`config.mk`:
```
export PLATFORM = sky130hd
export DESIGN_NAME = vram_arbiter
export DESIGN_NICKNAME = d
export VERILOG_FILES = /design/src/rtl/vra_pkg.sv /design/src/rtl/vra_timebase.sv /design/src/rtl/vra_decode.sv /design/src/rtl/vra_contend.sv /design/src/rtl/vram_arbiter.sv
export SDC_FILE = /design/constraint.sdc
export NUM_CORES = 1
export LEC_CHECK = 0
export BUFFER_PORTS_ARGS = -buffer_cell sky130_fd_sc_hd__buf_2
export CAP_MARGIN = 30
export CORE_MARGIN = 2
export CORE_UTILIZATION = 48
export CTS_BUF_LIST = sky130_fd_sc_hd__clkbuf_8
export DETAILED_ROUTE_END_ITERATION = 10
export GPL_TIMING_DRIVEN = 0
export PLACE_DENSITY_LB_ADDON = 0.05
export SYNTH_ARGS = -nofsm -noshare
export SYNTH_HDL_FRONTEND = slang
export SYNTH_SLANG_ARGS = --single-unit
export TNS_END_PERCENT = 5
```
`constraint.sdc`:
```
create_clock -name clk_i -period 4.12 [get_ports clk_i]
set_input_delay 0.824 -clock clk_i [delete_from_list [all_inputs] [get_ports clk_i]]
set_output_delay 0.824 -clock clk_i [all_outputs]
set_load 0.01 [all_outputs]
```
`src/rtl/vra_pkg.sv`:
```
package vra_pkg;

    // Counter bits that the timing equations use
    typedef struct packed {
        logic b0;
        logic b1;
        logic b2;
        logic b3;
        logic hi;   // line-half bit (bit 8 with the default width)
    } vra_taps_t;

    function automatic vra_taps_t vra_pick(input logic [15:0] hc, input int unsigned msb);
        vra_taps_t t;
        t.b0 = hc[0];
        t.b1 = hc[1];
        t.b2 = hc[2];
        t.b3 = hc[3];
        t.hi = hc[msb];
        return t;
    endfunction

endpackage

```
`src/rtl/vra_timebase.sv`:
```
module vra_timebase #(
    parameter int unsigned HC_W        = 9,
    parameter int unsigned RST_TSTATES = 4
) (
    input  logic            clk_i,
    input  logic            rst_ni,
    output logic            pix_clk_o,
    output logic            cpu_clk_o,
    output logic            cpu_rst_n_o,
    output logic [HC_W-1:0] hcount_o
);
    localparam int unsigned RST_CYC = RST_TSTATES * 4;
    localparam int unsigned CW      = $clog2(RST_CYC + 1);

    typedef struct packed {
        logic            pix;
        logic            cpu;
        logic [HC_W-1:0] hc;
        logic [CW-1:0]   rcnt;
    } tb_state_t;

    tb_state_t s_d, s_q;

    always_comb begin
        s_d     = s_q;
        s_d.pix = ~s_q.pix;
        if (s_q.pix) begin
            s_d.hc  = s_q.hc + HC_W'(1);
            s_d.cpu = ~s_q.cpu;
        end
        if (s_q.rcnt != CW'(RST_CYC)) begin
            s_d.rcnt = s_q.rcnt + CW'(1);
        end
    end

    always_ff @(posedge clk_i) begin
        if (!rst_ni) begin
            s_q <= '0;
        end else begin
            s_q <= s_d;
        end
    end

    assign pix_clk_o   = s_q.pix;
    assign cpu_clk_o   = s_q.cpu;
    assign hcount_o    = s_q.hc;
    assign cpu_rst_n_o = (s_q.rcnt == CW'(RST_CYC));

    // the counter advances by exactly one after a high pixel phase
    a_r2_hc_step: assert property (@(posedge clk_i) disable iff (!rst_ni)
        pix_clk_o |=> (hcount_o == $past(hcount_o) + HC_W'(1)));

    // the counter holds after a low pixel phase
    a_r2_hc_hold: assert property (@(posedge clk_i) disable iff (!rst_ni)
        !pix_clk_o |=> $stable(hcount_o));

    // the CPU clock changes only after a high pixel phase
    a_r3_cpu_div: assert property (@(posedge clk_i) disable iff (!rst_ni)
        !pix_clk_o |=> $stable(cpu_clk_o));

    // once released, the CPU reset stays released
    a_r8_rst_sticky: assert property (@(posedge clk_i) disable iff (!rst_ni)
        cpu_rst_n_o |=> cpu_rst_n_o);

endmodule

```
`src/rtl/vra_decode.sv`:
```
module vra_decode #(
    parameter int unsigned DW = 8
) (
    input  logic          clk_i,
    input  logic          rst_ni,
    input  logic          mreq_n_i,
    input  logic          iorq_n_i,
    input  logic          rd_n_i,
    input  logic          a15_i,
    input  logic          a14_i,
    input  logic          port_hit_i,
    input  logic [DW-1:0] vid_data_i,
    input  logic [DW-1:0] mem_data_i,
    output logic          rom_sel_n_o,
    output logic          ram16_n_o,
    output logic [DW-1:0] cpu_data_o
);
    logic io_float;

    always_comb begin
        rom_sel_n_o = mreq_n_i | a15_i | a14_i;
        ram16_n_o   = mreq_n_i | a15_i | ~a14_i;
        // undecoded port read sees the video side of the bus
        io_float    = ~iorq_n_i & ~rd_n_i & ~port_hit_i;
        cpu_data_o  = io_float ? vid_data_i : mem_data_i;
    end

    // ROM and lower RAM are never selected together
    a_r1_one_region: assert property (@(posedge clk_i) disable iff (!rst_ni)
        $onehot0({~rom_sel_n_o, ~ram16_n_o}));

    // no memory select without a memory request
    a_r1_need_mreq: assert property (@(posedge clk_i) disable iff (!rst_ni)
        mreq_n_i |-> (rom_sel_n_o && ram16_n_o));

endmodule

```
`src/rtl/vra_contend.sv`:
```
module vra_contend
    import vra_pkg::*;
(
    input  logic      clk_i,
    input  logic      rst_ni,
    input  vra_taps_t taps_i,
    input  logic      vborder_i,
    input  logic      pix_clk_i,
    input  logic      ram16_n_i,
    input  logic      cpu_rd_n_i,
    input  logic      cpu_wr_n_i,
    output logic      vid_sel_n_o,
    output logic      ram_ce_n_o,
    output logic      ram_rd_n_o,
    output logic      ram_wr_n_o,
    output logic      vid_latch_n_o,
    output logic      wait_n_o
);
    logic outside;   // not inside the display rectangle
    logic lat_win;   // latch window term
    logic lat_slot;  // latch slot term

    always_comb begin
        outside       = taps_i.hi | vborder_i;
        vid_sel_n_o   = outside | taps_i.b3;
        lat_win       = outside | taps_i.b2;
        lat_slot      = (taps_i.b0 & taps_i.b1) | pix_clk_i;
        vid_latch_n_o = lat_win | lat_slot;
        wait_n_o      = ram16_n_i | (lat_win & vid_sel_n_o);
        if (!vid_sel_n_o) begin
            ram_ce_n_o = 1'b0;
            ram_rd_n_o = 1'b0;
            ram_wr_n_o = 1'b1;
        end else begin
            ram_ce_n_o = ram16_n_i;
            ram_rd_n_o = cpu_rd_n_i;
            ram_wr_n_o = cpu_wr_n_i;
        end
    end

    // a video fetch never writes the RAM
    a_r5_vid_no_write: assert property (@(posedge clk_i) disable iff (!rst_ni)
        !vid_sel_n_o |-> (ram_wr_n_o && !ram_ce_n_o && !ram_rd_n_o));

    // a lower-RAM access during a video fetch is always stalled
    a_r6_stall_on_clash: assert property (@(posedge clk_i) disable iff (!rst_ni)
        (!vid_sel_n_o && !ram16_n_i) |-> !wait_n_o);

    // WAIT only for lower-RAM accesses
    a_r7_wait_needs_ram: assert property (@(posedge clk_i) disable iff (!rst_ni)
        !wait_n_o |-> !ram16_n_i);

    // no WAIT outside the display rectangle
    a_r7_no_wait_border: assert property (@(posedge clk_i) disable iff (!rst_ni)
        (taps_i.hi || vborder_i) |-> (wait_n_o && vid_sel_n_o));

endmodule

```
`src/rtl/vram_arbiter.sv`:
```
module vram_arbiter
    import vra_pkg::*;
#(
    parameter int unsigned HC_W        = 9,
    parameter int unsigned DW          = 8,
    parameter int unsigned RST_TSTATES = 4
) (
    input  logic            clk_i,
    input  logic            rst_ni,
    input  logic            vborder_i,
    input  logic            cpu_mreq_n_i,
    input  logic            cpu_iorq_n_i,
    input  logic            cpu_rd_n_i,
    input  logic            cpu_wr_n_i,
    input  logic            cpu_a15_i,
    input  logic            cpu_a14_i,
    input  logic            port_hit_i,
    input  logic [DW-1:0]   vid_data_i,
    input  logic [DW-1:0]   mem_data_i,
    output logic            pix_clk_o,
    output logic            cpu_clk_o,
    output logic            cpu_rst_n_o,
    output logic [HC_W-1:0] hcount_o,
    output logic            rom_sel_n_o,
    output logic            ram16_n_o,
    output logic            vid_sel_n_o,
    output logic            ram_ce_n_o,
    output logic            ram_rd_n_o,
    output logic            ram_wr_n_o,
    output logic            vid_latch_n_o,
    output logic            wait_n_o,
    output logic [DW-1:0]   cpu_data_o
);
    localparam int unsigned HI_BIT = HC_W - 1;

    logic [HC_W-1:0] hc;
    vra_taps_t       taps;

    vra_timebase #(
        .HC_W        (HC_W),
        .RST_TSTATES (RST_TSTATES)
    ) u_time (
        .clk_i       (clk_i),
        .rst_ni      (rst_ni),
        .pix_clk_o   (pix_clk_o),
        .cpu_clk_o   (cpu_clk_o),
        .cpu_rst_n_o (cpu_rst_n_o),
        .hcount_o    (hc)
    );

    assign hcount_o = hc;
    assign taps     = vra_pick(16'(hc), HI_BIT);

    vra_decode #(
        .DW (DW)
    ) u_dec (
        .clk_i       (clk_i),
        .rst_ni      (rst_ni),
        .mreq_n_i    (cpu_mreq_n_i),
        .iorq_n_i    (cpu_iorq_n_i),
        .rd_n_i      (cpu_rd_n_i),
        .a15_i       (cpu_a15_i),
        .a14_i       (cpu_a14_i),
        .port_hit_i  (port_hit_i),
        .vid_data_i  (vid_data_i),
        .mem_data_i  (mem_data_i),
        .rom_sel_n_o (rom_sel_n_o),
        .ram16_n_o   (ram16_n_o),
        .cpu_data_o  (cpu_data_o)
    );

    vra_contend u_cont (
        .clk_i         (clk_i),
        .rst_ni        (rst_ni),
        .taps_i        (taps),
        .vborder_i     (vborder_i),
        .pix_clk_i     (pix_clk_o),
        .ram16_n_i     (ram16_n_o),
        .cpu_rd_n_i    (cpu_rd_n_i),
        .cpu_wr_n_i    (cpu_wr_n_i),
        .vid_sel_n_o   (vid_sel_n_o),
        .ram_ce_n_o    (ram_ce_n_o),
        .ram_rd_n_o    (ram_rd_n_o),
        .ram_wr_n_o    (ram_wr_n_o),
        .vid_latch_n_o (vid_latch_n_o),
        .wait_n_o      (wait_n_o)
    );

endmodule

```
After elaboration in Yosys (flattened, before gate mapping)

Index checks and enable logic that the tools add are counted.

Logic and storage cells: 31
Input port bits: 26
Flip-flop bits (word level): 16

$add $sub $neg: 2
Multiplexer cells: 4
Eq/ne operators: 2
Bitwise logic cells: 19

Operators with widths:

| cell                | count |
|---|---|
| $add 9x1->9 const B | 1 |
| $or 1x1->1          | 9 |
| $mux 8              | 1 |
| $not 1->1           | 6 |
| $add 5x1->5 const B | 1 |
| $eq 5x5->1 const B  | 1 |
| $ne 5x5->1 const B  | 1 |
| $and 1x1->1         | 4 |
| $mux 1              | 3 |

Depth between registers and ports, before layout

Depth after elaboration: 4
Mapped depth: 5
Depth with buffers taken out: 5

By module

A second synthesis with hierarchy kept.

Cell total of the unflattened synthesis: 100
Area, all modules: 952.2 um2

Modules (own cells, without submodules):

| module       | instances | cells an instance | area an instance (um2) | seq. area each (um2) |
|---|---|---|---|---|
| vra_timebase | 1         | 79                | 774.5                  | 320.3 |
| vra_decode   | 1         | 12                | 120.1                  | 0.0 |
| vra_contend  | 1         | 9                 | 57.6                   | 0.0 |

Worst setup path before layout

Ideal clock, no wire load.

Path kind: in2out
Start: in cpu_iorq_n_i
End: out cpu_data_o[0]
Arrival time: 1.651 ns
Slack: 1.645 ns
Required time: 3.296 ns
Path buffers: 0
Cell stages on the path: 2
Cells stage by stage: nor3_2 -> mux2_2

Word-level cells in the longest chain between the ends: 4

RTL lines:

| item                     | RTL line           | source |
|---|---|---|
| from (decl)              | vram_arbiter.sv:12 | `input logic cpu_iorq_n_i,` |
| $not 1->1                | vra_decode.sv:24   | `io_float = ~iorq_n_i & ~rd_n_i & ~port_hit_i;` |
| $and 1x1->1 (2 in a row) | vra_decode.sv:24   |  |
| $mux 8                   | vra_decode.sv:25   | `cpu_data_o = io_float ? vid_data_i : mem_data_i;` |
| to (decl)                | vram_arbiter.sv:32 | `output logic [DW-1:0] cpu_data_o` |

Every way passes these cells.

Final worst setup path

Start: in cpu_iorq_n_i
End: out cpu_data_o[1]

The elaborated chain is that of the path after synthesis.

==> metrics list <==
- The flow ran to the end, and the final reports show no timing, DRC or antenna violations.
- After technology mapping, the gate count stands at 104.
* Root buffer cell: clkbuf_8
- Buffers placed on the I/O ports in this run total between 50 and 60.
* Routed via count: about 860
* Antenna violations before repair: 0
* CP Max Fanout: 8
* Sequential-to-total area share from yosys stat: roughly 34%
- Routability-driven placement finished with a final weighted congestion of 0.768.
* Share of the clock period used by the worst path after layout: 68.0%
- CTS H-tree depth: 1
- Initial cell density of the core: between 40% and 50%
- Cell Pwr Density: between 200 and 300 mW/mm2
* Register clock-pin slew on the reported worst setup and hold paths: approximately 60 ps
* Cells traversed along the worst timing path: buf_2 > nor3_2 > mux2_2 > buf_2
* Register bit total from synthesis: 16
* Number of placed instances, taps included: between 150 and 200
- The max-slew violation count is 0.
- Cell with the biggest individual delay on the critical path: nor3_2
- The floorplan has 16 rows.
* Final net count: approximately 190
- The most numerous cell type found on the critical path is buf_2.
- Final instance count without filler cells: approximately 190
- Setup repair after global routing left no endpoint under its margin.
* Worst EP arrival: between 1500 and 2000 ps
- The number of buffers and inverters on the critical path is 2.
* Biggest area consumer among synthesized cells: dfxtp_1
- Data on the critical path is required at its endpoint by between 3000 and 4000 ps.
- The die is around 49 um tall.
- Post-cts repair resize count: 0
- Global routing finished with a remaining overflow of 0.
* Hold Path Class: flop to flop
- VDD sags by at most 0.329 mV.
* Total area of sequential cells: about 320 um2
- Total length of routed wires: 1980 um
- After synthesis, the cell types taking the most area are dfxtp_1, mux2_2, buf_4.
- Before antenna repair, the detailed router went through 4 iterations.
- The count of nets left with antenna violations once routing finished came out at 0.
- Reported net switching power: slightly below 0.09 mW
* Internal power of the cells: ~0.28 mW
- Mean routed wirelength per cell: 10.5 um
- Detailed placement ended at an HPWL of 1560 um.
- Number of nets produced by synthesis: 134
* Max capacitance violation total: 0
- Crit path time final: roughly 2800 ps
- CTS sink count: 16
- The top cell type by area accounts for 33.6% of the synthesized area.
* Sequential share of power: a little under half
- Tot GR Track Use: between 10% and 20%
- In this run the standard cell core region covers around 0.0019 mm2.
* Die Area: ~0.0024 mm2
- Relative max-transition margin: 60.6%
- For this run, design rule violations remaining after detail routing come to 0.
- Fraction of final layout cells sized beyond drive strength 1: around 48%
* Area of the multi-input gates: between 500 and 600 um2
- Area Growth Syn to Fin: 37.1%
- Total clock buffers created by CTS: 3
- At the pin with the least slew margin, the transition time is between 500 and 600 ps.
- CTS tree: built
* Pleak: 0.639 nW
* Setup Viol. Count Final: 0
* Largest net degree at the start of global routing: 11
* Total number of yosys warnings: 0
- After clock tree synthesis, the setup repair step added 0 buffers.
* Top Family by Delay on Critical Path: simple AND/OR/NAND/NOR gates
- Total inserted antenna cells: 0
- Distinct cell type count of the synthesized netlist: 25
* Delay of the slowest cell on the worst path: roughly 510 ps
* Area of the mapped netlist: roughly 950 um2
* DR iter-0 viols: 14
* Via count normalized by instance count: ~4.6
- After clock tree synthesis, the flow added hold-fix buffers numbering 0.
* Worst clock skew: 0.846 ps
* Fillcell total: about 180
- Final hold violations: 0
- Clock latency of the later-clocked register in the worst-skew pair: 250 ps
- Adding up every negative setup slack in the final design gives 0 ps.
- The first global-routing pass estimated ~3300 um of wire.
* Upper clock frequency limit: roughly 360 MHz
- Horiz. Die Dim: between 40 and 50 um
* Switching power share of the total: 24.0%
- Number of global-route vias before repair: slightly below 800
- The critical path is of the input pin to output port type.
- Maximum root-to-sink buffer count: 2
- Combinational logic is responsible for roughly 18% of the overall power.
- The worst setup path is captured at an output port.
* Ports placed on the boundary: 54
- After synthesis, the mean cell area works out to 9.18 um2.
- Of the total power, the clock network draws 37.1%.
* Sort of element at the start of the critical path: input pin
-- flip-flops by register name, indices dropped and copies added (netlist names) --
| register | count |
|---|---|
| u_time.hcount_o | 9 |
| u_time.s_q | 5 |
| u_time.cpu_clk_o | 1 |
| u_time.pix_clk_o | 1 |
-- area by class of cell --
cell class,count,area share (%)
repair buffers,53,20.3
clock buffers,4,4.21
flip-flops and latches,16,24.5
well taps,27,2.58
plain buffers,11,5.83
multi-input cells,73,41.5
inverters,4,1.15
-- layer usage --
layer  wire [um]  track usage (%)
met4          36             7.14
met2        1050             32.2
met3          79             4.63
met5           0                0
met1         812             19.2
-- cell usage after synthesis (all sizes together) --
library cell	instances
a21boi	3
and2	8
and4bb	1
buf	10
clkbuf	1
dfxtp	16
ha	4
inv	4
mux2	8
mux2i	3
nand2	7
nand2b	2
nand3	3
nand4	4
nor2	5
nor2b	4
nor3	4
o21ai	3
or2	1
or3	4
xnor2	6
xor2	3
-- tightest hold or removal path, cell delays in order (launching register included) --
cell and delay [ps]:
dfxtp_1 330, nand2_1 60, mux2i_1 50
-- metrics by stage --
| stage | hold WS, ps | utilization (%) | setup slack [ps] | cell area [um2] | power, mW |
|---|---|---|---|---|---|
| floorplan | 456 | - | 1640 | 955 | 0.207 |
| global placement | 472 | 65.2 | 1380 | 1250 | 0.234 |
| detailed placement | 482 | 65.2 | 1310 | 1250 | 0.237 |
| CTS | 497 | 68.1 | 1310 | 1310 | 0.374 |
| global route | 542 | 68.1 | 1270 | 1310 | 0.390 |
| finish | 487 | 68.1 | 1320 | 1310 | 0.370 |
-- layout by cell type (no fill, tap or decap), types with 4 or more instances in the layout --
| master | instances |
|---|---|
| ha_1 | 4 |
| nand2_1 | 7 |
| mux2_2 | 8 |
| inv_1 | 4 |
| nor2b_1 | 4 |
| clkbuf_8 | 4 |
| buf_2 | 54 |
| xnor2_1 | 6 |
| dfxtp_1 | 16 |
| nor2_1 | 5 |
| buf_4 | 9 |
| or3_1 | 4 |
| and2_1 | 8 |
-- power by group through the flow --
stage / combinational (mW) / sequential (mW) / clock (mW)
finish: 0.0652 / 0.168 / 0.137
global route: 0.0727 / 0.169 / 0.148
CTS: 0.0661 / 0.168 / 0.141
detailed placement: 0.0657 / 0.171 / 0
global placement: 0.0633 / 0.171 / 0
floorplan: 0.0362 / 0.171 / 0
-- cells by family (layout without fill, tap and decap cells) --
| group | count (synthesis) | in the layout | share of synthesized area [%] |
|---|---|---|---|
| buf+inv | 15 | 72 | 9.57 |
| fa+ha+maj | 4 | 4 | 5.24 |
| compound gates | 6 | 6 | 3.93 |
| simple gates | 43 | 43 | 26.9 |
| xor+xnor | 9 | 9 | 8.26 |
| flops | 16 | 16 | 33.6 |
| mux | 11 | 11 | 12.6 |
-- final timing paths --
| kind | endpoint | slack [ps] | startpoint | cells after the start |
|---|---|---|---|---|
| setup reg to reg | u_time.s_q[0] | 2810 | u_time.s_q[0] | 5 |
| hold / removal | u_time.hcount_o[7] | 490 | u_time.hcount_o[7] | 2 |
| hold reg to reg | u_time.hcount_o[7] | 490 | u_time.hcount_o[7] | 2 |
| setup / recovery | cpu_data_o[1] | 1320 | cpu_iorq_n_i | 4 |
No activity file was read; power rests on OpenSTA's default activity.
